File: src/rtl/tft_strobe_gen.sv
module tft_strobe_gen #(
  parameter int CLK_PER_LINE = 303,
  parameter int VIS_LINES    = 320,
  parameter int BLANK_LINES  = 9,
  parameter int PIX_PER_LINE = 240,
  parameter int FRAME_W      = 8,
  parameter int REV_GATE     = 11,
  parameter int LINE_GATE    = 3
) (
  input  logic clk,
  input  logic rst_n,
  input  logic en,
  input  logic pix_ce,
  output logic rev_o,
  output logic lp_o,
  output logic sp_o,
  output logic fs_o,
  output logic gc_n_o,
  output logic running_o,
  output logic [$clog2(VIS_LINES+BLANK_LINES)-1:0] line_idx_o,
  output logic [FRAME_W-1:0] frame_idx_o
);
  localparam int TOT_LINES = VIS_LINES + BLANK_LINES;
  localparam int GATE_LEN  = PIX_PER_LINE + BLANK_LINES - 1;
  localparam int CW = $clog2(2 * CLK_PER_LINE);
  localparam int RW = $clog2(TOT_LINES);
  localparam logic [CW-1:0] LINE_LAST = CW'(CLK_PER_LINE - 1);
  localparam logic [CW-1:0] REV_LAST  = CW'(2 * CLK_PER_LINE - 1);
  localparam logic [CW-1:0] HALF      = CW'(CLK_PER_LINE);
  localparam logic [CW-1:0] REV_THR   = CW'(REV_GATE);
  localparam logic [CW-1:0] LINE_THR  = CW'(LINE_GATE);
  localparam logic [CW-1:0] GATE_W    = CW'(GATE_LEN);
  localparam logic [RW-1:0] ROW_LAST  = RW'(TOT_LINES - 1);
  localparam logic [RW-1:0] FS_ROWS   = RW'(2);

  logic rev_on, lp_on, grp_on;
  logic [CW-1:0] rev_cnt, lp_cnt, grp_cnt;
  logic [RW-1:0] row;
  logic [FRAME_W-1:0] frame;

  always_ff @(posedge clk or negedge rst_n) begin
    if (!rst_n) begin
      rev_on <= 1'b0; lp_on <= 1'b0; grp_on <= 1'b0;
      rev_cnt <= '0; lp_cnt <= '0; grp_cnt <= '0;
      row <= '0; frame <= '0;
    end else if (!en) begin
      rev_on <= 1'b0; lp_on <= 1'b0; grp_on <= 1'b0;
      rev_cnt <= '0; lp_cnt <= '0; grp_cnt <= '0;
      row <= '0; frame <= '0;
    end else begin
      rev_on <= 1'b1;
      if (pix_ce) begin
        if (rev_on) rev_cnt <= (rev_cnt == REV_LAST) ? '0 : rev_cnt + 1'b1;
        if (rev_on && rev_cnt > REV_THR) lp_on <= 1'b1;
        if (lp_on) lp_cnt <= (lp_cnt == LINE_LAST) ? '0 : lp_cnt + 1'b1;
        if (lp_on && lp_cnt == LINE_THR) grp_on <= 1'b1;
        if (grp_on) begin
          if (grp_cnt == LINE_LAST) begin
            grp_cnt <= '0;
            if (row == ROW_LAST) begin
              row   <= '0;
              frame <= frame + 1'b1;
            end else begin
              row <= row + 1'b1;
            end
          end else begin
            grp_cnt <= grp_cnt + 1'b1;
          end
        end
      end
    end
  end

  assign rev_o       = rev_on && (rev_cnt < HALF);
  assign lp_o        = lp_on && (lp_cnt == '0);
  assign sp_o        = grp_on && (grp_cnt == '0);
  assign fs_o        = grp_on && (row < FS_ROWS);
  assign gc_n_o      = !(grp_on && (grp_cnt < GATE_W));
  assign running_o   = grp_on;
  assign line_idx_o  = row;
  assign frame_idx_o = frame;

  AST_STOP_ALL: assert property (@(posedge clk) disable iff (!rst_n)
    !en |=> (!rev_o && !lp_o && !running_o && gc_n_o));
  AST_LP_AFTER_REV: assert property (@(posedge clk) disable iff (!rst_n)
    lp_on |-> rev_on);
  AST_LP_ONE_TICK: assert property (@(posedge clk) disable iff (!rst_n)
    (lp_o && pix_ce) |=> !lp_o);
  AST_GROUP_LAST: assert property (@(posedge clk) disable iff (!rst_n)
    running_o |-> (lp_on && rev_on));
  AST_GATE_RUN: assert property (@(posedge clk) disable iff (!rst_n)
    !gc_n_o |-> running_o);
  AST_STALL_HOLD: assert property (@(posedge clk) disable iff (!rst_n)
    (en && !pix_ce) |=> ($stable(rev_cnt) && $stable(lp_cnt) && $stable(grp_cnt) && $stable(row)));
endmodule

File: config.mk
export PLATFORM = sky130hd
export DESIGN_NAME = tft_strobe_gen
export DESIGN_NICKNAME = d
export VERILOG_FILES = /design/src/rtl/tft_strobe_gen.sv
export SDC_FILE = /design/constraint.sdc
export NUM_CORES = 1
export LEC_CHECK = 0
export ABC_AREA = 1
export BUFFER_PORTS_ARGS = -buffer_cell sky130_fd_sc_hd__buf_2
export CORE_MARGIN = 5
export CORE_UTILIZATION = 54
export DETAILED_ROUTE_END_ITERATION = 10
export PLACE_DENSITY = 0.78
export SLEW_MARGIN = 30
export SYNTH_ARGS = -nofsm -noshare
export SYNTH_HDL_FRONTEND = slang
export SYNTH_SLANG_ARGS = --single-unit
File: constraint.sdc
create_clock -name clk -period 1.42 [get_ports clk]
set_input_delay 0.071 -clock clk [delete_from_list [all_inputs] [get_ports clk]]
set_output_delay 0.071 -clock clk [all_outputs]
set_load 0.03 [all_outputs]
# Word level (Yosys, flattened, before mapping)
# Index checks and enable logic that the tools add are counted.
classes:
  addsub: 5
  magnitude_cmp: 4
  n_eq_ne: 13
  mux: 29
  n_reduce_logical: 17
ops:
  columns: ["operator", "n"]
  rows:
  - ["10-bit 2-to-1 mux", 12]
  - ["9-bit 2-to-1 mux", 5]
  - ["8-bit 2-to-1 mux", 5]
  - ["10-bit by 1-bit adder with 10-bit output (second input constant)", 3]
  - ["10-bit by 9-bit == test with 1-bit output (second input constant)", 2]
  - ["10-bit logical NOT", 2]
  - ["2-bit by 1-bit != test with 1-bit output (second input constant)", 8]
  - ["10-bit == test (second input constant)", 1]
  - ["10-bit by 2-bit == test with 1-bit output (second input constant)", 1]
  - ["10-bit by 4-bit greater-than comparator with 1-bit output (second input constant)", 1]
  - ["10-bit by 8-bit < comparator with 1-bit output (second input constant)", 1]
  - ["10-bit by 9-bit < comparator with 1-bit output (second input constant)", 1]
  - ["2-bit AND reduction", 5]
  - ["9-bit by 1-bit adder with 9-bit output (second input constant)", 1]
  - ["9-bit == test (second input constant)", 1]
  - ["9-bit by 2-bit < comparator with 1-bit output (second input constant)", 1]
  - ["8-bit by 1-bit adder with 8-bit output (second input constant)", 1]
  - ["1-bit logical AND", 7]
  - ["1-bit 2-to-1 mux", 7]
  - ["4-bit AND reduction", 1]
  - ["3-bit AND reduction", 1]
  - ["1-bit logical NOT", 1]
totals:
  reg_bits: 50

# Depth between registers and ports, before layout
# Gate-level depths: netlist (run 1).
depth:
  word_depth: 6
  mapped_depth: 10
  mapped_depth_nobuf: 9

# Worst setup path before layout (run 1)
# Ideal clock, no wire load.
synth_path:
  path_type: "register to output"
  start: "register row[5], in the netlist line_idx_o[5]"
  end: "output port fs_o"
  t_arrival_ps: 1751
  required_time_ps: 1349
  path_slack_ps: -402
  path_stages_with_launch: 5
  n_path_buf: 1
  cell_sequence: "dfrtp_1 -> buf_2 -> nor2_1 -> nand4_1 -> nor4_1"
synth_via:
  elab_chain_cells: 2
synth_lines:
  columns: ["item", "line_no", "rtl"]
  rows:
  - ["from (decl)", "38", "logic [RW-1:0] row;"]
  - ["from (signal assigned)", "64", "row <= row + 1'b1;"]
  - ["9-bit by 2-bit < comparator with 1-bit output", "77", "assign fs_o = grp_on && (row < FS_ROWS);"]
  - ["1-bit logical AND", "77", null]
  - ["to (decl)", "17", "output logic fs_o,"]
# Every way passes these cells.

# Final worst setup path (run 1)
layout_path:
  start: "register rev_cnt[1]"
  end: "output port rev_o"
layout_via:
  elab_chain_cells: 2
layout_lines:
  columns: ["item", "line_no", "rtl"]
  rows:
  - ["from (decl)", "37", "logic [CW-1:0] rev_cnt, lp_cnt, grp_cnt;"]
  - ["from (signal assigned)", "53", "if (rev_on) rev_cnt <= (rev_cnt == REV_LAST) ? '0 : rev_cnt + 1'b1;"]
  - ["10-bit by 9-bit < comparator with 1-bit output", "74", "assign rev_o = rev_on && (rev_cnt < HALF);"]
  - ["1-bit logical AND", "74", null]
  - ["to (decl)", "14", "output logic rev_o,"]
# Every way passes these cells.

==> results of run 1 <==
-- cells by family after synthesis --
| family | synth area share, % |
|---|---|
| compound gates | 8.340 |
| xor+xnor | 3.015 |
| fa+ha+maj | 4.307 |
| buf+inv | 8.614 |
| flops | 39.15 |
| mux | 0.3132 |
| simple gates | 36.26 |
-- through the flow --
stage	std cells	setup WS (ns)	setup TNS, ns
after floorplan	436	-0.08071	-0.6819
after global placement	549	0.008208	0
after detailed placement	549	-0.05454	-0.2451
after CTS	578	-0.1781	-0.7869
after global routing	594	-0.2777	-6.230
final	594	-0.1506	-2.285
-- per-layer routing --
metal  wire length (um)  global-route usage (%)  up-vias
met4                207                   6.941        0
li1                   -                       -     1568
met1               3652                   29.08     1577
met5                  0                       0        -
met3                383                   3.122       19
met2               4583                   38.03       91
-- worst max-delay path, stage by stage, from the launching register on --
cell and delay, ns:
dfrtp_1 0.43, ha_4 0.18, nand3_2 0.07, inv_2 0.04, o21ai_1 0.11, nand3_1 0.09, a21oi_2 0.14, buf_6 0.14
-- cell usage after synthesis, drive strengths merged --
library cell / count / share of area (%)
nor4: 2 / 0.39
a21oi: 14 / 2.3
xnor2: 1 / 0.27
a22oi: 1 / 0.24
nand4: 13 / 2.5
nor2: 65 / 8.1
mux2i: 1 / 0.31
nand3b: 2 / 0.47
o21bai: 4 / 1.3
nand2: 123 / 16
buf: 8 / 1.9
and3: 4 / 0.78
dfrtp: 50 / 39
a31oi: 1 / 0.20
o21ai: 21 / 4.1
nand3: 39 / 6.9
xor2: 10 / 2.7
ha: 11 / 4.3
inv: 56 / 6.6
or2: 1 / 0.20
nor3: 7 / 1.1
clkbuf: 1 / 0.12
o22ai: 1 / 0.20
-- final timing paths --
check,startpoint,end,cells past startpoint
worst min register to register,grp_cnt[7]$_DFFE_PN0P_,grp_cnt[7]$_DFFE_PN0P_,2
min in group asynchronous,rst_n,grp_cnt[9]$_DFFE_PN0P_,2
max in group asynchronous,rst_n,line_idx_o[4]$_DFFE_PN0P_,3
worst max register to register,line_idx_o[0]$_DFFE_PN0P_,frame_idx_o[6]$_DFFE_PN0P_,9
worst min-delay path,en,rev_on$_DFF_PN0_,1
worst max-delay path,rev_cnt[1]$_DFFE_PN0P_,rev_o,7
-- flip-flops by register name, summed over array words and instances, names as in the netlist --
| name | flops |
|---|---|
| running_o | 1 |
| line_idx_o | 9 |
| grp_cnt | 10 |
| rev_cnt | 10 |
| frame_idx_o | 8 |
| rev_on | 1 |
| lp_cnt | 10 |
| lp_on | 1 |
-- final cells by class --
class	count	share of cell area, %
clock buffers	7	1.939
multi-input cells	325	47.99
well taps	75	2.107
flip-flops and latches	50	28.32
repair buffers	80	14.13
inverters	56	4.833
clock inverters	1	0.6743
-- where the power goes --
part           internal, W  switching, W
Sequential         0.00152      0.000125
Combinational     0.000375      0.000607
Clock             0.000575      0.000483
Total              0.00247       0.00122
-- what timing repair did --
item,CTS,global route
setup endpoints to repair,17,47
pin swaps,13,33
setup buffers,18,14
hold endpoints to repair,15,0
hold buffers,1,0
resized for setup,24,111
gates cloned,2,2
==> metrics.log, run 1 <==
INFO  metric routedWlPerCell = 14.86 um
INFO  metric max_freq = 0.6367 GHz
INFO  metric worst_pin_slew = 0.4084 ns
INFO  metric drive_gt1_share = 38.92%
INFO  metric multi_input_comb_area = 0.002137 mm2
INFO  metric holdWs = 0.07194 ns
INFO  metric dr.first_iter.drc_count = 213
INFO  metric crit_path_start_kind = register
INFO  metric max_slew_headroom = 72.77%
INFO  metric min_path_type = primary input to register
INFO  metric finalMaxSlewViolations = 0
INFO  metric flip_flop_and_latch_count_after_synthesis = 50
INFO  metric htree_num_levels = 2
INFO  metric timing.reg2reg.setup_slack = -0.13 ns
INFO  metric post_dp_cell_area = 0.003556 mm2
INFO  metric vdd.ir_drop.worst = 0.5009 mV
INFO  metric crit_path_end_kind = primary output
INFO  metric initial_utilization = 54.62%
INFO  metric report.power.total = 0.003682 W
INFO  metric final_cell_area = 0.004453 mm2
INFO  metric maxCapViolCount = 0
INFO  metric fill_cells = 384
INFO  metric synth.avg_cell_area = 7.329 um2
INFO  metric failed_checks = setup timing
INFO  metric grt_overflow_total = 0
INFO  metric yosysWarningCount = 0
INFO  metric mappedNetlistNets = 451
INFO  metric rows = 28
INFO  metric globalplace.congestion = 0.8476
INFO  metric die_height = 86.93 um
INFO  metric grtUsageTotal = 22.24%
INFO  metric cp_max_fo = 2
INFO  metric worst-setup-path-type = register to primary output
INFO  metric status = finished, violations left
INFO  metric synth_to_final_area_change = 39.35%
INFO  metric synthesis.area = 0.003196 mm2
INFO  metric min_period_over_period = 110.6%
INFO  metric finalSetupViolCount = 33
INFO  metric clock-sinks = 50
INFO  metric routed_via_count = 3255
INFO  metric total_leakage_power = 2.131 nW
INFO  metric core-area = 0.005851 mm2
INFO  metric final_antenna_net_count = 0
INFO  metric portBuffers = 26
INFO  metric clock_skew = 0.007432 ns
INFO  metric synthesis.instances = 436
INFO  metric synth_sequential_area_ratio = 39.15%
INFO  metric most-common-layout-cells = nand2_1 (86), nor2_1 (54), buf_4 (44)
INFO  metric via_count_of_the_first_global_routing_pass = 3048
INFO  metric worst_slack = -0.1506 ns
INFO  metric firstDrtPassIters = 5
INFO  metric final_util = 76.11%
INFO  metric die-area = 0.007556 mm2
INFO  metric io-pin-count = 27
INFO  metric unrepaired_setup_endpoints_after_global_routing = yes
INFO  metric clkLatencyLatePin = 0.30 ns
INFO  metric nets = 533
INFO  metric grt_max_degree = 36
INFO  metric powerDensity = 826.9 mW/mm2
INFO  metric cts_inserted_buffers = 5
INFO  metric antenna_violations_before_repair = 0
INFO  metric chip_width = 86.93 um
INFO  metric worstPathRequired = 1.35 ns
INFO  metric grt_pass1_wl = 13600 um
INFO  metric layout.cells.most_common = nand2_1
INFO  metric vias_per_cell = 5.480
INFO  metric hold_viol_final = 0
INFO  metric final.min_clock_period = 1.571 ns
INFO  metric critical_path_arrival = 1.50 ns
INFO  metric post-dp-hpwl = 5153 um
INFO  metric synth_cell_type_count = 35
INFO  metric area.sequential = 0.001261 mm2
INFO  metric clkTransAtPathRegs = 0.09 ns
INFO  metric totalWireLength = 8827 um
INFO  metric post-route-drc-count = 0
INFO  metric tritoncts = yes
INFO  metric clock_tree.root_cell = clkbuf_8
INFO  metric number_of_antenna_diodes = 0
INFO  metric max-clock-path-buffers = 2
Note: power is estimated with default switching activity, not from simulation.
==> run 2, diff against run 1 <==
Settings changed: GPL_TIMING_DRIVEN set to 0, PLACE_DENSITY 0.78 to not set, PLACE_DENSITY_LB_ADDON set to 0.1.
==> metrics.log, run 2 (synthesis results as in run 1) <==
INFO  metric nets = 535 (+0.38%)
INFO  metric grt_max_degree = 51 (+42%)
INFO  metric crit_path_cell_trace = inv_2, ha_4, nand3_2, nor4_4, buf_4
INFO  metric maxCapViolCount = 0 (unchanged)
INFO  metric routed_via_count = 3193 (-1.9%)
INFO  metric biggestRegsByFlops = grp_cnt x10, lp_cnt x10, rev_cnt x10
INFO  metric chip_width = 86.93 um (unchanged)
INFO  metric status = finished, violations left
INFO  metric clkTransAtPathRegs = 0.09 ns (about the same)
INFO  metric hold_viol_final = 0 (unchanged)
INFO  metric grt_pass1_wl = 13910 um (+2.3%)
INFO  metric power_switching_share = 32.59% (-0.42 points)
INFO  metric min_period_over_period = 111.4% (+0.80 points)
INFO  metric clkPwrFrac = 28.7% (about the same)
INFO  metric pwr-share-seq = 45.3% (+0.7 points)
INFO  metric clkLatencyLatePin = 0.31 ns (about the same)
INFO  metric initial_utilization = 54.62% (unchanged)
INFO  metric number_of_antenna_diodes = 0 (unchanged)
INFO  metric final.min_clock_period = 1.582 ns (+0.01137 ns)
INFO  metric post-route-drc-count = 0 (unchanged)
INFO  metric cts_inserted_buffers = 5 (unchanged)
INFO  metric via_count_of_the_first_global_routing_pass = 3027 (-0.69%)
INFO  metric clock_skew = 0.009896 ns (+0.002464 ns)
INFO  metric max-clock-path-buffers = 2 (unchanged)
INFO  metric worstPathRequired = 1.35 ns (about the same)
INFO  metric vdd.ir_drop.worst = 0.5505 mV (+9.9%)
INFO  metric post-dp-hpwl = 4957 um (-3.8%)
INFO  metric critical_path_arrival = 1.51 ns (about the same)
INFO  metric finalMaxSlewViolations = 0 (unchanged)
INFO  metric max_slew_headroom = 57.04% (-16 points)
INFO  metric antenna_violations_before_repair = 0 (unchanged)
INFO  metric crit_path_start_kind = register
INFO  metric worst-setup-path-type = register to primary output
INFO  metric grt_overflow_total = 0 (unchanged)
INFO  metric crit_path_top_delay_cell = dfrtp_1
INFO  metric clock-sinks = 50 (unchanged)
INFO  metric worst_pin_slew = 0.6444 ns (+0.2360 ns)
INFO  metric critical_path.top_delay_family = flip-flops
INFO  metric totalWireLength = 8545 um (-3.2%)
INFO  metric net-switching-power = 0.001189 W (-2.2%)
INFO  metric final_antenna_net_count = 0 (unchanged)
INFO  metric layout.cells.most_common = nand2_1
INFO  metric finalSetupViolCount = 33 (unchanged)
INFO  metric worstPathBufferInverterCount = 2 (unchanged)
INFO  metric globalplace.congestion = 0.8342 (-1.6%)
INFO  metric crit_path_end_kind = primary output
INFO  metric dr.first_iter.drc_count = 156 (-27%)
INFO  metric die_height = 86.93 um (unchanged)
INFO  metric clock_tree.root_cell = clkbuf_8
INFO  metric synth_to_final_area_change = 39.90%
INFO  metric portBuffers = 26 (unchanged)
INFO  metric post_route_setup_tns = -2.035 ns (+0.2505 ns)
INFO  metric power_report.internal_total = 0.002459 W (-0.32%)
INFO  metric max_freq = 0.6321 GHz (-0.72%)
INFO  metric routedWlPerCell = 14.36 um (-3.4%)
INFO  metric powerDensity = 815.9 mW/mm2 (-1.3%)
INFO  metric most-common-layout-cells = nand2_1 (84), nor2_1 (54), buf_4 (44)
INFO  metric detailedPlace.worstSlack = -0.1595 ns (-0.1050 ns)
INFO  metric htree_num_levels = 2 (unchanged)
INFO  metric firstDrtPassIters = 5 (unchanged)
INFO  metric drive_gt1_share = 41.73% (+2.8 points)
INFO  metric cp_max_fo = 3 (+1)
INFO  metric grtUsageTotal = 22.71% (+0.47 points)
INFO  metric failed_checks = setup timing
INFO  metric die-area = 0.007556 mm2 (unchanged)
INFO  metric rows = 28 (unchanged)
INFO  metric critical_path.max_stage_delay = 0.41 ns (-0.02 ns)
INFO  metric min_path_type = primary input to register
INFO  metric core-area = 0.005851 mm2 (unchanged)
INFO  metric worst_slack = -0.1620 ns (-0.01137 ns)
INFO  metric tritoncts = yes
INFO  metric unrepaired_setup_endpoints_after_global_routing = yes
INFO  metric total_leakage_power = 2.087 nW (-2.1%)
INFO  metric power_frac_comb = 25.9% (-0.8 points)
INFO  metric vias_per_cell = 5.366 (-2.1%)
INFO  metric io-pin-count = 27 (unchanged)
run 2: power groups by stage:
stage                     clock network [W]  logic (W)  registers (W)
after floorplan                           0   0.000352        0.00179
after global placement                    0   0.000667        0.00167
after detailed placement                  0   0.000677        0.00167
after CTS                           0.00106   0.000797        0.00164
after global routing                0.00113    0.00104        0.00167
final                               0.00105   0.000946        0.00165
run 2: path summary, 6_finish.rpt:
kind                                                    to  cells past startpoint  slack, ns                       start
worst min register to register  frame_idx_o[7]$_DFFE_PN0P_                      2       0.53  frame_idx_o[7]$_DFFE_PN0P_
worst max-delay path                                  sp_o                      5      -0.16      grp_cnt[0]$_DFFE_PN0P_
worst max register to register  frame_idx_o[6]$_DFFE_PN0P_                     10      -0.11      grp_cnt[0]$_DFFE_PN0P_
worst min-delay path                rev_cnt[1]$_DFFE_PN0P_                      5       0.21                      pix_ce
min in group asynchronous           rev_cnt[4]$_DFFE_PN0P_                      2       0.31                       rst_n
max in group asynchronous        line_idx_o[6]$_DFFE_PN0P_                      2       0.62                       rst_n
run 2: layout make-up:
class | count | area, um2
Multi-Input combinational cell | 321 | 2100
Fill cell | 395 | 1380
Sequential cell | 50 | 1266
Timing Repair Buffer | 79 | 620.6
Inverter | 56 | 219.0
Tap cell | 75 | 93.84
Clock buffer | 6 | 82.58
Buffer | 7 | 58.81
Clock inverter | 1 | 30.03
run 2: tightest hold or removal path: stages:
cell and delay [ns]:
buf_2 0.12, nand2_1 0.09, inv_1 0.06, nand2_2 0.07
o21ai_1 0.06
run 2: through the flow:
| stage | hold WS [ns] | area, um2 | utilization (%) | power [W] | instances |
|---|---|---|---|---|---|
| floorplan | -0.2246 | 3227 | - | 0.002142 | 436 |
| global placement | 0.2244 | 3451 | 58.98 | 0.002338 | 537 |
| detailed placement | 0.1385 | 3453 | 59.02 | 0.002350 | 537 |
| CTS | 0.1825 | 4019 | 68.69 | 0.003503 | 577 |
| global route | 0.2138 | 4471 | 76.41 | 0.003837 | 595 |
| finish | 0.2067 | 4471 | 76.41 | 0.003648 | 595 |
run 2: layer usage:
metal	vias to the layer above	track usage (%)	routed length, um
li1	1568	-	-
met1	1513	28.84	3655
met2	97	40.44	4379
met3	15	3.406	379
met4	0	5.382	130
met5	-	0	0
run 2: what timing repair did:
action                     CTS  global route
hold endpoints to repair    51             0
buffers inserted            31            19
gates resized for setup     62            89
hold buffers                 2             0
pin swaps                   29            35
gates cloned                 2             0
setup endpoints to repair   34            46
